<file path="config.mk">
export PLATFORM = sky130hd
export DESIGN_NAME = dvma_xlate
export DESIGN_NICKNAME = d
export VERILOG_FILES = /design/src/rtl/dvma_pkg.sv /design/src/rtl/dvma_index.sv /design/src/rtl/dvma_pte_decode.sv /design/src/rtl/dvma_fsm.sv /design/src/rtl/dvma_xlate.sv
export SDC_FILE = /design/constraint.sdc
export NUM_CORES = 1
export LEC_CHECK = 0
export BUFFER_PORTS_ARGS = -buffer_cell sky130_fd_sc_hd__buf_2
export CAP_MARGIN = 20
export CORE_MARGIN = 10
export CORE_UTILIZATION = 43
export CTS_CLUSTER_SIZE = 30
export DETAILED_ROUTE_END_ITERATION = 10
export PLACE_DENSITY = 0.77
export RECOVER_POWER = 100
export SYNTH_ARGS = -nofsm -noshare
export SYNTH_HDL_FRONTEND = slang
export SYNTH_SLANG_ARGS = --single-unit
</file>
<file path="constraint.sdc">
create_clock -name clk -period 1.9 [get_ports clk]
set_clock_uncertainty 0.2 [all_clocks]
set_input_delay 0.285 -clock clk [delete_from_list [all_inputs] [get_ports clk]]
set_output_delay 0.285 -clock clk [all_outputs]
set_load 0.1 [all_outputs]
</file>
<file path="src/rtl/dvma_pkg.sv">
package dvma_pkg;
  typedef enum logic [1:0] {
    ST_IDLE  = 2'd0,
    ST_FETCH = 2'd1,
    ST_DONE  = 2'd2
  } xl_state_e;

  typedef struct packed {
    logic fault;
    logic wr_viol;
    logic cacheable;
    logic writeable;
  } xl_flags_t;

  localparam int unsigned PTE_VALID_BIT = 1;
  localparam int unsigned PTE_WRITE_BIT = 2;
  localparam int unsigned PTE_CACHE_BIT = 7;
endpackage

</file>
<file path="src/rtl/dvma_index.sv">
module dvma_index #(
  parameter int unsigned AW         = 32,
  parameter int unsigned PAGE_SHIFT = 12,
  parameter int unsigned PTE_LOG2   = 2,
  parameter int unsigned BASE_SHIFT = 4
) (
  input  logic [AW-1:0]         vaddr,
  input  logic [AW-1:0]         base,
  input  logic [AW-1:0]         win,
  output logic [AW-1:0]         ent_addr,
  output logic [PAGE_SHIFT-1:0] offset
);
  logic [AW-1:0] masked;
  logic [AW-1:0] vpn;

  always_comb begin
    masked   = vaddr & ~win;
    vpn      = masked >> PAGE_SHIFT;
    ent_addr = (base << BASE_SHIFT) + (vpn << PTE_LOG2);
    offset   = masked[PAGE_SHIFT-1:0];
  end
endmodule

</file>
<file path="src/rtl/dvma_pte_decode.sv">
module dvma_pte_decode
  import dvma_pkg::*;
#(
  parameter int unsigned AW         = 32,
  parameter int unsigned PAGE_SHIFT = 12,
  parameter int unsigned PPN_LSB    = 8,
  parameter int unsigned PPN_MSB    = 26,
  parameter int unsigned PPN_SHIFT  = 4
) (
  input  logic [AW-1:0]         pte,
  input  logic [PAGE_SHIFT-1:0] offset,
  input  logic                  is_write,
  output logic [AW-1:0]         paddr,
  output xl_flags_t             flags
);
  logic [AW-1:0] ppn_mask;

  for (genvar i = 0; i < AW; i++) begin : g_mask
    assign ppn_mask[i] = (i >= PPN_LSB) && (i <= PPN_MSB);
  end

  always_comb begin
    paddr           = ((pte & ppn_mask) << PPN_SHIFT)
                      + {{(AW-PAGE_SHIFT){1'b0}}, offset};
    flags.fault     = ~pte[PTE_VALID_BIT];
    flags.writeable = pte[PTE_WRITE_BIT];
    flags.cacheable = pte[PTE_CACHE_BIT];
    flags.wr_viol   = is_write & ~pte[PTE_WRITE_BIT];
  end
endmodule

</file>
<file path="src/rtl/dvma_fsm.sv">
module dvma_fsm
  import dvma_pkg::*;
(
  input  logic clk,
  input  logic rst_n,
  input  logic req_valid,
  input  logic xlate_en,
  input  logic mem_ready,
  output logic req_ready,
  output logic mem_req,
  output logic rsp_valid,
  output logic accept_xl,
  output logic accept_bp,
  output logic fetch_done
);
  xl_state_e state_q, state_d;

  always_comb begin
    state_d    = state_q;
    req_ready  = (state_q == ST_IDLE);
    mem_req    = (state_q == ST_FETCH);
    rsp_valid  = (state_q == ST_DONE);
    accept_xl  = 1'b0;
    accept_bp  = 1'b0;
    fetch_done = 1'b0;
    unique case (state_q)
      ST_IDLE: begin
        if (req_valid) begin
          if (xlate_en) begin
            accept_xl = 1'b1;
            state_d   = ST_FETCH;
          end else begin
            accept_bp = 1'b1;
            state_d   = ST_DONE;
          end
        end
      end
      ST_FETCH: begin
        if (mem_ready) begin
          fetch_done = 1'b1;
          state_d    = ST_DONE;
        end
      end
      ST_DONE:  state_d = ST_IDLE;
      default:  state_d = ST_IDLE;
    endcase
  end

  always_ff @(posedge clk or negedge rst_n) begin
    if (!rst_n) state_q <= ST_IDLE;
    else        state_q <= state_d;
  end
endmodule

</file>
<file path="src/rtl/dvma_xlate.sv">
module dvma_xlate
  import dvma_pkg::*;
#(
  parameter int unsigned AW         = 32,
  parameter int unsigned PAGE_SHIFT = 12,
  parameter int unsigned PTE_LOG2   = 2,
  parameter int unsigned BASE_SHIFT = 4,
  parameter int unsigned PPN_LSB    = 8,
  parameter int unsigned PPN_MSB    = 26,
  parameter int unsigned PPN_SHIFT  = 4
) (
  input  logic          clk,
  input  logic          rst_n,
  input  logic          xlate_en,
  input  logic [AW-1:0] base_reg,
  input  logic [AW-1:0] win_start,
  input  logic          req_valid,
  input  logic [AW-1:0] req_addr,
  input  logic          req_write,
  output logic          req_ready,
  output logic          mem_req,
  output logic [AW-1:0] mem_addr,
  input  logic          mem_ready,
  input  logic [AW-1:0] mem_rdata,
  output logic          rsp_valid,
  output logic [AW-1:0] rsp_paddr,
  output logic          rsp_fault,
  output logic          rsp_wr_viol,
  output logic          rsp_cacheable,
  output logic          rsp_writeable
);
  localparam xl_flags_t BYPASS_FLAGS = '{fault: 1'b0, wr_viol: 1'b0,
                                         cacheable: 1'b0, writeable: 1'b1};

  logic                  accept_xl, accept_bp, fetch_done;
  logic [AW-1:0]         ent_addr;
  logic [PAGE_SHIFT-1:0] offset_c, offset_q;
  logic                  write_q;
  logic [AW-1:0]         xl_paddr;
  xl_flags_t             xl_flags;
  logic [AW-1:0]         paddr_d, paddr_q;
  xl_flags_t             flags_d, flags_q;
  logic                  rsp_load;

  dvma_fsm u_fsm (
    .clk        (clk),
    .rst_n      (rst_n),
    .req_valid  (req_valid),
    .xlate_en   (xlate_en),
    .mem_ready  (mem_ready),
    .req_ready  (req_ready),
    .mem_req    (mem_req),
    .rsp_valid  (rsp_valid),
    .accept_xl  (accept_xl),
    .accept_bp  (accept_bp),
    .fetch_done (fetch_done)
  );

  dvma_index #(
    .AW(AW), .PAGE_SHIFT(PAGE_SHIFT), .PTE_LOG2(PTE_LOG2), .BASE_SHIFT(BASE_SHIFT)
  ) u_index (
    .vaddr    (req_addr),
    .base     (base_reg),
    .win      (win_start),
    .ent_addr (ent_addr),
    .offset   (offset_c)
  );

  dvma_pte_decode #(
    .AW(AW), .PAGE_SHIFT(PAGE_SHIFT), .PPN_LSB(PPN_LSB),
    .PPN_MSB(PPN_MSB), .PPN_SHIFT(PPN_SHIFT)
  ) u_decode (
    .pte      (mem_rdata),
    .offset   (offset_q),
    .is_write (write_q),
    .paddr    (xl_paddr),
    .flags    (xl_flags)
  );

  // Request capture: entry address, page offset and access type.
  always_ff @(posedge clk or negedge rst_n) begin
    if (!rst_n) begin
      mem_addr <= '0;
      offset_q <= '0;
      write_q  <= 1'b0;
    end else if (accept_xl) begin
      mem_addr <= ent_addr;
      offset_q <= offset_c;
      write_q  <= req_write;
    end
  end

  // Response source select.
  always_comb begin
    rsp_load = accept_bp | fetch_done;
    if (accept_bp) begin
      paddr_d = req_addr;
      flags_d = BYPASS_FLAGS;
    end else begin
      paddr_d = xl_paddr;
      flags_d = xl_flags;
    end
  end

  always_ff @(posedge clk or negedge rst_n) begin
    if (!rst_n) begin
      paddr_q <= '0;
      flags_q <= '0;
    end else if (rsp_load) begin
      paddr_q <= paddr_d;
      flags_q <= flags_d;
    end
  end

  assign rsp_paddr     = paddr_q;
  assign rsp_fault     = flags_q.fault;
  assign rsp_wr_viol   = flags_q.wr_viol;
  assign rsp_cacheable = flags_q.cacheable;
  assign rsp_writeable = flags_q.writeable;
endmodule

</file>
Word level (Yosys, flattened, before mapping)
Index checks and enable logic that the tools add are counted. Widths: inputs -> output; s select.

Memories kept: 0. ROM bits: 0. Output and inout port bits: 71. Bits in writable memories: 0. Flip-flop bits (word level): 83. Bits in latches: 0.

Equality and inequality tests: 4. Bitwise logic cells: 6. Reductions and logical operators: 2. Add/sub/neg operators: 2. Shifts and indexed selects: 0. Multipliers: 0. Div/mod/pow operators: 0. Multiplexer cells: 14. $lt $le $gt $ge: 0.

Operators with widths (number): $add 31x12->32 (1); $add 32x22->32 (1); $and 32x32->32 (1); $mux 32 (1); $not 32->32 (1); $mux 1 (8); $mux 2 (3); $mux 4 (1); $pmux 2 s2 (1); $eq 2x1->1 const B (1); $eq 2x2->1 const B (1); $logic_not 2->1 (1); $ne 2x1->1 const B (1); $ne 2x2->1 const B (1); $not 1->1 (2); $reduce_and 2->1 (1); $and 1x1->1 (1); $or 1x1->1 (1).

Longest topological paths before layout
Gate-level depths: netlist of run 1.

Depth in word-level cells: 4. Mapped depth: 10.

Hierarchy
A second synthesis of run 1 with hierarchy kept.

Cell total of the unflattened synthesis: 463. Area, all modules: 5121.2 um^2.

By module, submodules not included: dvma_xlate (cells an instance 246, times used 1, sequential area each 2026.9 um^2, area an instance 3503.4 um^2); dvma_index (cells an instance 169, times used 1, sequential area each 0.0 um^2, area an instance 1224.9 um^2); dvma_pte_decode (cells an instance 37, times used 1, sequential area each 0.0 um^2, area an instance 276.5 um^2); dvma_fsm (cells an instance 11, times used 1, sequential area each 50.0 um^2, area an instance 116.4 um^2).

Least setup slack after synthesis of run 1
Ideal clock, no wire load.

Kind: register to register. Start point: register u_fsm.state_q[1]. End point: register paddr_q[10], in the netlist rsp_paddr[10]. Slack: -1.220 ns. Required time: 1.576 ns. Path buffers: 2. Setup time: 0.124 ns. Cell stages (with the launch flop): 8. Arrival time: 2.796 ns. Cell sequence: dfrtp_1 -> nor2b_1 -> and2_1 -> clkbuf_1 -> nor2_1 -> clkbuf_1 -> nand2_1 -> nand2_1.

Longest elaborated chain between the ends: 3.

RTL lines: from (decl) (line dvma_fsm.sv:16) `xl_state_e state_q, state_d;`; from (signal assigned) (line dvma_fsm.sv:51) `else state_q <= state_d;`; $eq 2x1->1; net mem_req (line dvma_xlate.sv:21) `output logic mem_req,`; $mux 1 (line dvma_fsm.sv:26) `unique case (state_q)`; $or 1x1->1 (line dvma_xlate.sv:95) `rsp_load = accept_bp | fetch_done;`; to (signal assigned) (line dvma_xlate.sv:110) `paddr_q <= paddr_d;`; to (decl) (line dvma_xlate.sv:41) `logic [AW-1:0] paddr_d, paddr_q;`.

The timed path passes the listed nets, and every way through them passes these cells. A chain may end at the register's enable or synchronous reset.

Worst setup path in the final report of run 1
Start point: input port req_addr[14]. End point: register mem_addr[20].

Longest elaborated chain between the ends: 2.

RTL lines: from (decl) (line dvma_xlate.sv:18) `input logic [AW-1:0] req_addr,`; $and 32x32->32 (line dvma_index.sv:17) `masked = vaddr & ~win;`; $add 32x22->32 (line dvma_index.sv:19) `ent_addr = (base << BASE_SHIFT) + (vpn << PTE_LOG2);`; to (signal assigned) (line dvma_xlate.sv:87) `mem_addr <= ent_addr;`; to (decl) (line dvma_xlate.sv:22) `output logic [AW-1:0] mem_addr,`.

No other way between the ends.

==> impl_results.md, run 1 <==
* CTS tree: yes
* Pleak at 3.603 nW
* Area share of the largest cell type after synthesis at 45.05%
* Drt drc at 0
* Synthesized area at ~4500 µm²
* Root Buffer: clkbuf_8
* Worst Path Arrival at roughly 2.3 ns
* HP Class: in2reg
* Hold Worst Slack at between 0.01 and 0.015 ns
* Core area at between 10,000 and 15,000 µm²
* Top post-synthesis cells by area: dfrtp_1, nand2_1, ha_1, mux2i_1, o21ai_1
* Internal at 3.879 mW
* Vias in the first global route at roughly 5,300
* Drt pass-1 iters at 5
* Placed insts at 860
* Final setup vio count at 37
* Top Metal Used: met5
* Fin worst setup slack at -0.3682 ns
* Sequential share of power at approximately a quarter
* Yosys top cell by area: dfrtp_1
* Crit path launch type: input port
* Syn. warnings at 0
* Largest net degree at the start of global routing at 82
* Die Y at ~120 µm
* Clk pin slew, worst setup/hold paths at 0.08 ns
* Layout Utilization at between 60% and 70%
* Clock latency on the worst-skew pair at roughly 0.37 ns
* GRT overflow at 0
* Gr usage total at 22.16%
* Fillers at 847
* Clk sinks at 81
* Logic gate share of total power at between 60% and 70%
* Status: complete, but fails checks
* Switching Fraction at 60.00%
* RSZ-0062 raised after global routing: true
* Floorplan row count at 37
* Clock buffer depth at 2
* Max-cap violations at 0
* DRT iter0 DRCs at 440
* Met2 WL post-DR at between 8000 and 9000 µm
* Post-Layout Cell Count at approximately 940
* Post-route cell area at ~7000 µm²
* H-tree Lvls at 3
* Most frequent cells after synthesis: nand2_1, dfrtp_1, o21ai_1, nor2b_1
* Synth cell types at 48
* Power after layout at 9.699 mW
* Post-layout minimum cycle time at 2.268 ns
* Fraction of registers with async set/reset at 100.0%
* Top-count cell post-synth: nand2_1
* Post-Synthesis Cells at 503
* Crit Path Class: in2reg
* # nets final at 949
* DRT met1 WL at between 6000 and 7000 µm
* Final Wtd Congestion at 0.8467
* Via count at ~5,000
* P&R area growth vs syn at 56.23%
* Data required, critical path at slightly below 2 ns
* Setup crit end kind: flip-flop
* Clock share of power at 12.8%
* Sw power at just under 6 mW
* CTS buffer count at 9
* Diodes inserted at 0
* Max Slew Vio Count at 0
* Chip width at around 120 µm
* Initial antenna violation count at 1
* Metal3 WL at 1672 µm
* Primary FF master, synth: dfrtp_1
* Relative slew slack at about 25%
* Final antenna-violating net count at 0
* Synth Register Bits at just over 80
* I/O pin cnt at just over 200
* Fin crit share at 119.4%
* Post-Route WL at 17,130 µm
* Pre-CTS setup slack at -0.7607 ns
* Failing checks: negative setup slack
* Avg Cell Area, Syn at 8.945 µm²
* Placed cell area at ~6100 µm²
* EDFF count, synth at 0
* Port Buffers at ~190
* First-pass GRT wire length at roughly 27,000 µm
* Final hold vios at 0
* Layout cells sized above 1 at about two fifths
* Worst Tran Pin Value at 1.124 ns
* Largest fanout on the critical path at 2
* Initial core utilization at a little over two fifths
* DP Wirelength at 12,250 µm
* Fin Setup TNS at -4.144 ns
* Sequential fraction of the synthesis area at between 40 and 50%
* Fmax at ~440 MHz
* Vias per cell at 5.288
* Wire length per cell at about 18 µm
* DIE AREA at around 15,000 µm²
* PwrDens at ~1400 nW/µm²
* Peak VDD IR at around 1.1 mV
==> registers in the layout (all words and copies together), names as in the netlist <==
signal,count
rsp_paddr,32
mem_addr,30
offset_q,12
u_fsm.state_q,2
rsp_cacheable,1
rsp_fault,1
rsp_wr_viol,1
rsp_writeable,1
write_q,1
==> final timing paths <==
path                                  startpoint             to  slack, ns  depth (start not counted)
max in group asynchronous                  rst_n  rsp_paddr[25]       0.18                          3
worst min register to register       offset_q[3]    offset_q[3]       0.28                          2
min in group asynchronous                  rst_n   mem_addr[13]       0.60                          3
worst max-delay path                req_addr[14]   mem_addr[20]      -0.37                         11
worst min-delay path               mem_rdata[15]  rsp_paddr[19]       0.01                          3
worst max register to register  u_fsm.state_q[0]  rsp_paddr[29]      -0.05                          4
==> final cells by class <==
cell class | instances | area, µm² | share of cell area [%]
Timing Repair Buffer | 306 | 1993 | 28.36
Clock buffer | 10 | 137.6 | 1.958
Tap cell | 136 | 170.2 | 2.421
Inverter | 7 | 26.28 | 0.3738
Clock inverter | 6 | 50.05 | 0.7120
Multi-Input combinational cell | 391 | 2625 | 37.34
Sequential cell | 81 | 2027 | 28.84
==> power groups by stage <==
stage	combinational [mW]	clock (mW)	sequential (mW)
2_1_floorplan	1.07	0	6.07
6_report	5.88	1.24	2.59
4_1_cts	5.89	1.25	2.57
3_5_place_dp	5.74	0	2.59
5_1_grt	6.12	1.32	2.65
3_3_place_gp	5.66	0	2.56
==> logic make-up after synthesis <==
| logic type | Yosys count | share of synthesized area, % |
|---|---|---|
| and+or+nand+nor | 213 | 21.69 |
| AOI/OAI and AO/OA | 116 | 16.30 |
| DFF | 81 | 45.05 |
| buffers and inverters | 32 | 2.892 |
| xor gates and xnor gates | 21 | 4.088 |
| muxes | 20 | 4.449 |
| adders and majority gates | 19 | 5.451 |
| other | 1 | 0.08335 |
==> layout by cell type, fill, tap and decap left out, drive strengths merged, types with 6 or more instances in the layout <==
master / instances
buf: 184
nand2: 130
clkbuf: 82
dfrtp: 81
o21ai: 54
dlygate4sd3: 50
nor2b: 23
mux2i: 20
nor2: 20
a21oi: 20
a22oi: 18
ha: 18
nand3b: 15
xor2: 14
inv: 9
xnor2: 7
nand3: 6
==> critical path: stages <==
cell and delay [ns]:
buf_6 0.09, nor2b_4 0.12, ha_4 0.16, fa_2 0.42, a21oi_4 0.19, o21ai_4 0.08
a2111oi_4 0.33, o21bai_1 0.13, a211oi_2 0.23, xor2_1 0.17, o21ai_1 0.07
==> timing repair <==
action,in CTS,in global routing
hold buffers,50,0
endpoints found under the hold margin,126,0
endpoints found under the setup margin,22,22
pin swaps,18,16
buffers inserted,10,1
gates resized for setup,23,12
==> routing by layer <==
layer / vias to the layer above / GRT usage, %
li1: 2313 / -
met1: 2360 / 25.01
met2: 238 / 37.65
met3: 42 / 7.530
met4: 2 / 9.278
met5: - / 0
Power figures use the tool's default switching activity.
==> inputs of run 2 (changes only) <==
--- a/config.mk
+++ b/config.mk
@@ -13,6 +13,7 @@
 export DETAILED_ROUTE_END_ITERATION = 10
 export PLACE_DENSITY = 0.77
 export RECOVER_POWER = 100
+export REMOVE_ABC_BUFFERS = 1
 export SYNTH_ARGS = -nofsm -noshare
 export SYNTH_HDL_FRONTEND = slang
 export SYNTH_SLANG_ARGS = --single-unit
==> run 2 against run 1 <==
First-iteration DRC count decreased by 6.8%. Largest power group unchanged. Power increased by 4.6%. Wire length increased by 3.0%. The flow still finishes with violations (negative setup slack). Cell count increased by 2.0%. Via count increased by 1.5%.
==> impl_results.md, run 2 (synthesis gave the netlist of run 1 again) <==
* Vias per cell at 5.259 (-0.54%)
* Clock share of power at 15.1% (+2.3 points)
* Largest net degree at the start of global routing at 82 (unchanged)
* Crit path largest cell delay at 0.40 ns (-0.02 ns)
* Final Wtd Congestion at 0.8898 (+5.1%)
* HP Class: in2reg
* Clock latency on the worst-skew pair at 0.35 ns (-0.02 ns)
* Floorplan row count at 37 (unchanged)
* I/O pin cnt at 205 (unchanged)
* First-pass GRT wire length at 26,830 µm (+0.99%)
* Sequential share of power at 25.4% (-1.3 points)
* Commonest non-fill, non-tap cells in the layout: buf_2, nand2_1, dfrtp_1
* CTS buffer count at 9 (unchanged)
* GR Layer Usage met2 at 40.07% (+2.4 points)
* Worst path slowest cell: fa_2
* Status: complete, but fails checks
* Worst Path Arrival at 2.37 ns (+0.07 ns)
* Core area at 10,280 µm² (unchanged)
* Max-cap violations at 0 (unchanged)
* Worst-path cell chain: buf_6, nor2b_4, ha_4, fa_2, a21oi_2, buf_4, o21ai_4, buf_4, a31oi_4, a21oi_4, o211ai_1, xor2_1, o21ai_1
* GRT overflow at 0 (unchanged)
* Root Buffer: clkbuf_8
* Drt drc at 0 (unchanged)
* Vias in the first global route at 5,299 (+0.45%)
* Met3 usage at 7.025% (-0.51 points)
* Largest fanout on the critical path at 5 (+3)
* Chip width at 122.3 µm (unchanged)
* Post-layout minimum cycle time at 2.327 ns (+0.05878 ns)
* Pre-CTS setup slack at -0.9317 ns (-0.1710 ns)
* Initial core utilization at 43.78% (unchanged)
* Fmax at 429.7 MHz (-2.5%)
* DRT iter0 DRCs at 410 (-6.8%)
* Final antenna-violating net count at 0 (unchanged)
* Commonest non-fill, non-tap cell in the layout: buf_2
* Final setup vio count at 17 (-54%)
* Crit Path Class: in2reg
* Drt pass-1 iters at 5 (unchanged)
* DIE AREA at 14,950 µm² (unchanged)
* Fin crit share at 122.5% (+3.1 points)
* Peak VDD IR at 0.9288 mV (-18%)
* Met1 Resource Use GR at 24.18% (-0.82 points)
* Pleak at 3.808 nW (+5.7%)
* H-tree Lvls at 3 (unchanged)
* CTS tree: yes
* Relative slew slack at 25.46% (+0.40 points)
* Logic gate share of total power at 59.5% (-1.1 points)
* Port Buffers at 188 (unchanged)
* Wire length per cell at 18.46 µm (+0.98%)
* P&R area growth vs syn at 67.02%
* Fillers at 731 (-14%)
* Crit-path most repeated cell: buf_4
* Post-Route WL at 17,650 µm (+3.0%)
* Setup crit end kind: flip-flop
* PwrDens at 1350 nW/µm² (-2.2%)
* Failing checks: negative setup slack
* Die Y at 122.3 µm (unchanged)
* Clk sinks at 81 (unchanged)
* Final hold vios at 0 (unchanged)
* Sw power at 5.803 mW (-0.30%)
* Max Slew Vio Count at 0 (unchanged)
* Data required, critical path at 1.94 ns (about the same)
* Clk pin slew, worst setup/hold paths at 0.09 ns (about the same)
* # nets final at 966 (+1.8%)
* Placed insts at 870 (+1.2%)
* RSZ-0062 raised after global routing: true
* Clock buffer depth at 2 (unchanged)
* Post-Layout Cell Count at 956 (+2.0%)
* Worst Tran Pin Value at 1.118 ns (-0.005934 ns)
* DP Wirelength at 11,520 µm (-6.0%)
* Switching Fraction at 57.20% (-2.8 points)
* Internal at 4.342 mW (+12%)
* Fin worst setup slack at -0.4270 ns (-0.05878 ns)
* Initial antenna violation count at 2 (+1)
* Via count at 5,028 (+1.5%)
* Max reg flops at 32 (unchanged)
* Gr usage total at 22.35% (+0.18 points)
* Layout cells sized above 1 at 44.25% (+3.2 points)
* Most Crowded Layer GR: met2
* Crit path launch type: input port
-- run 2: cell types whose count changed in the layout (fill, tap and decap cells not counted), moves of 8 or more --
cell      change
ha_4          +9
ha_1         -10
buf_6        +11
buf_2        +60
buf_4        +11
nor2b_4       +8
clkbuf_2     -66
-- run 2: worst max-delay path: cells and delay by family --
family | cells | cell delay, ns
compound gates | 6 | 0.83
xor+xnor | 1 | 0.20
fa+ha+maj | 2 | 0.56
buf+inv | 3 | 0.37
simple gates | 1 | 0.12
-- run 2: final cells by class --
| class | count | area (µm²) | share of cell area [%] |
|---|---|---|---|
| Inverter | 7 | 26.28 | 0.3497 |
| Clock inverter | 7 | 116.4 | 1.548 |
| Sequential cell | 81 | 2027 | 26.97 |
| Clock buffer | 9 | 123.9 | 1.648 |
| Antenna cell | 2 | 5.005 | 0.06660 |
| Tap cell | 136 | 170.2 | 2.264 |
| Timing Repair Buffer | 323 | 2198 | 29.25 |
| Multi-Input combinational cell | 391 | 2848 | 37.90 |
-- run 2: power by group through the flow --
stage,sequential [mW],clock [mW],combinational (mW)
2_1_floorplan,6.06,0,0.961
3_3_place_gp,2.55,0,5.65
3_5_place_dp,2.59,0,5.70
4_1_cts,2.57,1.56,5.91
5_1_grt,2.64,1.63,6.28
6_report,2.58,1.53,6.03
-- run 2: timing repair --
action                                  4_1_cts  5_1_grt
endpoints found under the setup margin       36       22
gates resized for setup                      58       51
hold buffers                                 52        0
pin swaps                                    26       38
endpoints found under the hold margin       125        0
buffers inserted                             11        9
-- run 2: worst paths after layout --
path	start	to	slack, ns	cells past startpoint
max in group asynchronous	rst_n	mem_addr[28]	0.17	3
min in group asynchronous	rst_n	rsp_paddr[15]	0.61	3
setup / recovery	req_addr[14]	mem_addr[24]	-0.43	13
setup reg to reg	u_fsm.state_q[0]	mem_addr[31]	0.02	6
hold reg to reg	offset_q[4]	offset_q[4]	0.27	2
hold / removal	mem_rdata[24]	rsp_paddr[28]	0.02	3
-- run 2: layer usage --
layer / routed length [µm] / vias to the layer above
li1: - / 2350
met1: 6554 / 2421
met2: 9284 / 213
met3: 1332 / 44
met4: 479 / 0
met5: 0 / -
-- run 2: metrics by stage --
stage | utilization [%] | setup TNS, ns | power [mW] | area [µm²] | hold WS [ns]
2_1_floorplan | - | -184.76 | 7.025 | 4399 | -0.2106
3_3_place_gp | 59.19 | -15.04 | 8.194 | 6083 | 0.1523
3_5_place_dp | 59.19 | -16.51 | 8.297 | 6083 | 0.1470
4_1_cts | 70.57 | -3.219 | 10.04 | 7253 | 0.003214
5_1_grt | 73.09 | -6.670 | 10.55 | 7512 | 0.02894
6_report | 73.12 | -4.330 | 10.15 | 7515 | 0.01543
==> inputs of run 3 (changes only) <==
--- a/config.mk
+++ b/config.mk
@@ -11,7 +11,7 @@
 export CORE_UTILIZATION = 43
 export CTS_CLUSTER_SIZE = 30
 export DETAILED_ROUTE_END_ITERATION = 10
-export PLACE_DENSITY = 0.77
+export PLACE_DENSITY_LB_ADDON = 0.05
 export RECOVER_POWER = 100
 export REMOVE_ABC_BUFFERS = 1
 export SYNTH_ARGS = -nofsm -noshare
==> run 3 against run 2 <==
Maximum frequency grew 1.2%. Cell count fell by 0.10%. Count of clock-buffer cells in the layout is the same. Core utilization fell by 4.0 points. The flow still finishes with violations (negative setup slack).
==> impl_results.md, run 3 (synthesis gave the netlist of run 1 again) <==
* Status: complete, but fails checks
* Failing checks: negative setup slack
* Initial core utilization at 43.78% (unchanged)
* DIE AREA at 14,950 µm² (unchanged)
* Relative slew slack at 54.76% (+29 points)
* Chip width at 122.3 µm (unchanged)
* Clk sinks at 81 (unchanged)
* Commonest non-fill, non-tap cell in the layout: nand2_1
* Switching Fraction at 59.11% (+1.9 points)
* Floorplan row count at 37 (unchanged)
* Fmax at 434.9 MHz (+1.2%)
* Fin crit share at 121.0% (-1.5 points)
* Internal at 3.997 mW (-8.0%)
* Gr usage total at 20.57% (-1.8 points)
* First-pass GRT wire length at 25,000 µm (-6.8%)
* Crit path launch type: input port
* HP Class: in2reg
* Final antenna-violating net count at 0 (unchanged)
* Fin worst setup slack at -0.3993 ns (+0.02767 ns)
* Clock latency on the worst-skew pair at 0.36 ns (about the same)
* Crit Path Class: in2reg
* Post-layout minimum cycle time at 2.299 ns (-0.02767 ns)
* Initial antenna violation count at 1 (-1)
* Pleak at 3.697 nW (-2.9%)
* Buf/Inv on CP at 3 (unchanged)
* PwrDens at 1377 nW/µm² (+2.0%)
* Crit path largest cell delay at 0.41 ns (about the same)
* Logic gate share of total power at 59.7% (+0.2 points)
* Max-cap violations at 0 (unchanged)
* Clk pin slew, worst setup/hold paths at 0.10 ns (about the same)
* # nets final at 966 (unchanged)
* Post-Route WL at 15,810 µm (-10%)
* Worst path slowest cell: fa_2
* CTS buffer count at 9 (unchanged)
* Wire length per cell at 16.55 µm (-10%)
* Final setup vio count at 20 (+3)
* Final Wtd Congestion at 0.8510 (-4.4%)
* Data required, critical path at 1.94 ns (about the same)
* Clock share of power at 14.1% (-1.0 points)
* Worst-path cell chain: buf_6, nor2b_4, ha_4, fa_2, a21oi_2, buf_4, o21ai_4, a2111oi_4, buf_4, nor2_1, a21oi_2, xor2_1, o21ai_1
* Via count at 4,763 (-5.3%)
* GRT overflow at 0 (unchanged)
* DP Wirelength at 11,670 µm (+1.4%)
* Top Family by Delay on Critical Path: compound AO/OA/AOI/OAI gates
* Placed cell area at 6103 µm² (+0.33%)
* Drt pass-1 iters at 4 (-1)
* Root Buffer: clkbuf_8
* DRT iter0 DRCs at 241 (-41%)
* Layout Utilization at 69.09% (-4.0 points)
* P&R area growth vs syn at 57.81%
* Largest fanout on the critical path at 3 (-2)
* Commonest non-fill, non-tap cells in the layout: nand2_1, buf_2, dfrtp_1
* RSZ-0062 raised after global routing: true
* Setup crit end kind: flip-flop
* Drt drc at 0 (unchanged)
* Core area at 10,280 µm² (unchanged)
* Largest net degree at the start of global routing at 49 (-40%)
* I/O pin cnt at 205 (unchanged)
* Worst Tran Pin Value at 0.6778 ns (-0.4402 ns)
* Max reg flops at 32 (unchanged)
* H-tree Lvls at 3 (unchanged)
* Max Slew Vio Count at 0 (unchanged)
* Sequential share of power at 26.3% (+0.9 points)
* Vias in the first global route at 5,039 (-4.9%)
* CTS tree: yes
* Peak VDD IR at 0.8553 mV (-7.9%)
* Final hold vios at 0 (unchanged)
* Worst Path Arrival at 2.34 ns (-0.03 ns)
* Layout cells sized above 1 at 38.88% (-5.4 points)
* Post-route cell area at 7101 µm² (-5.5%)
* Vias per cell at 4.987 (-5.2%)
* Die Y at 122.3 µm (unchanged)
* Port Buffers at 188 (unchanged)
* Clock buffer depth at 2 (unchanged)
* Sw power at 5.777 mW (-0.43%)
-- run 3: cell types whose count changed in the layout (fill, tap and decap cells not counted), sizes merged --
cell	before	now
buf	267	192
clkbuf	13	84
dlygate4sd3	52	56
bufinv	3	1
clkinv	2	4
clkinvlp	1	0
diode	2	1
inv	8	9
-- run 3: layout make-up --
cell class	count	area [µm²]
Clock inverter	7	88.84
Sequential cell	81	2027
Timing Repair Buffer	323	2137
Inverter	7	26.28
Antenna cell	1	2.502
Multi-Input combinational cell	391	2525
Fill cell	871	3177
Clock buffer	9	123.9
Tap cell	136	170.2
-- run 3: worst paths after layout --
kind                                       start       endpoint  slack (ns)  cells past startpoint
min in group asynchronous                  rst_n  rsp_paddr[21]        0.23                      2
max in group asynchronous                  rst_n   mem_addr[16]        0.23                      3
worst min register to register       offset_q[2]    offset_q[2]        0.28                      2
worst max register to register  u_fsm.state_q[0]    mem_addr[3]        0.06                      6
worst min-delay path                base_reg[26]   mem_addr[30]       0.009                      3
worst max-delay path                req_addr[14]   mem_addr[16]       -0.40                     13
-- run 3: layer usage --
layer  vias up  wire, µm  track usage (%)
li1       2354         -                -
met1      2269      6313            23.87
met2       123      8327            37.25
met3        17       987            4.867
met4         0       180            5.228
met5         -         0                0
-- run 3: worst min-delay path, delay by kind of cell --
family                    cells  cell delay, ns
buffers and inverters         1            0.09
xor gates and xnor gates      1            0.06
AOI/OAI and AO/OA             1            0.10
-- run 3: timing repair --
action	in CTS	in global routing
hold buffers	56	0
hold endpoints to repair	127	0
endpoints found under the setup margin	37	23
pin swaps	22	9
buffers inserted	6	3
resized for setup	26	16
-- run 3: power groups by stage --
stage	Combinational (mW)	Sequential, mW	Clock (mW)
after floorplan	0.961	6.06	0
after global placement	5.67	2.55	0
after CTS	5.86	2.55	1.41
final	5.83	2.57	1.38
after detailed placement	5.72	2.57	0
after global routing	6.09	2.63	1.47
-- run 3: stage by stage --
step / total power [mW] / hold WS [ns] / cells / worst slack (ns) / TNS, ns
floorplan: 7.025 / -0.2106 / 479 / -2.797 / -184.76
global placement: 8.221 / 0.001135 / 873 / -0.8784 / -15.21
detailed placement: 8.293 / -0.0006298 / 873 / -0.9248 / -16.65
CTS: 9.818 / 0.007095 / 951 / -0.3625 / -4.288
global route: 10.19 / 0.02781 / 955 / -0.4886 / -8.103
finish: 9.775 / 0.008815 / 955 / -0.3993 / -5.185
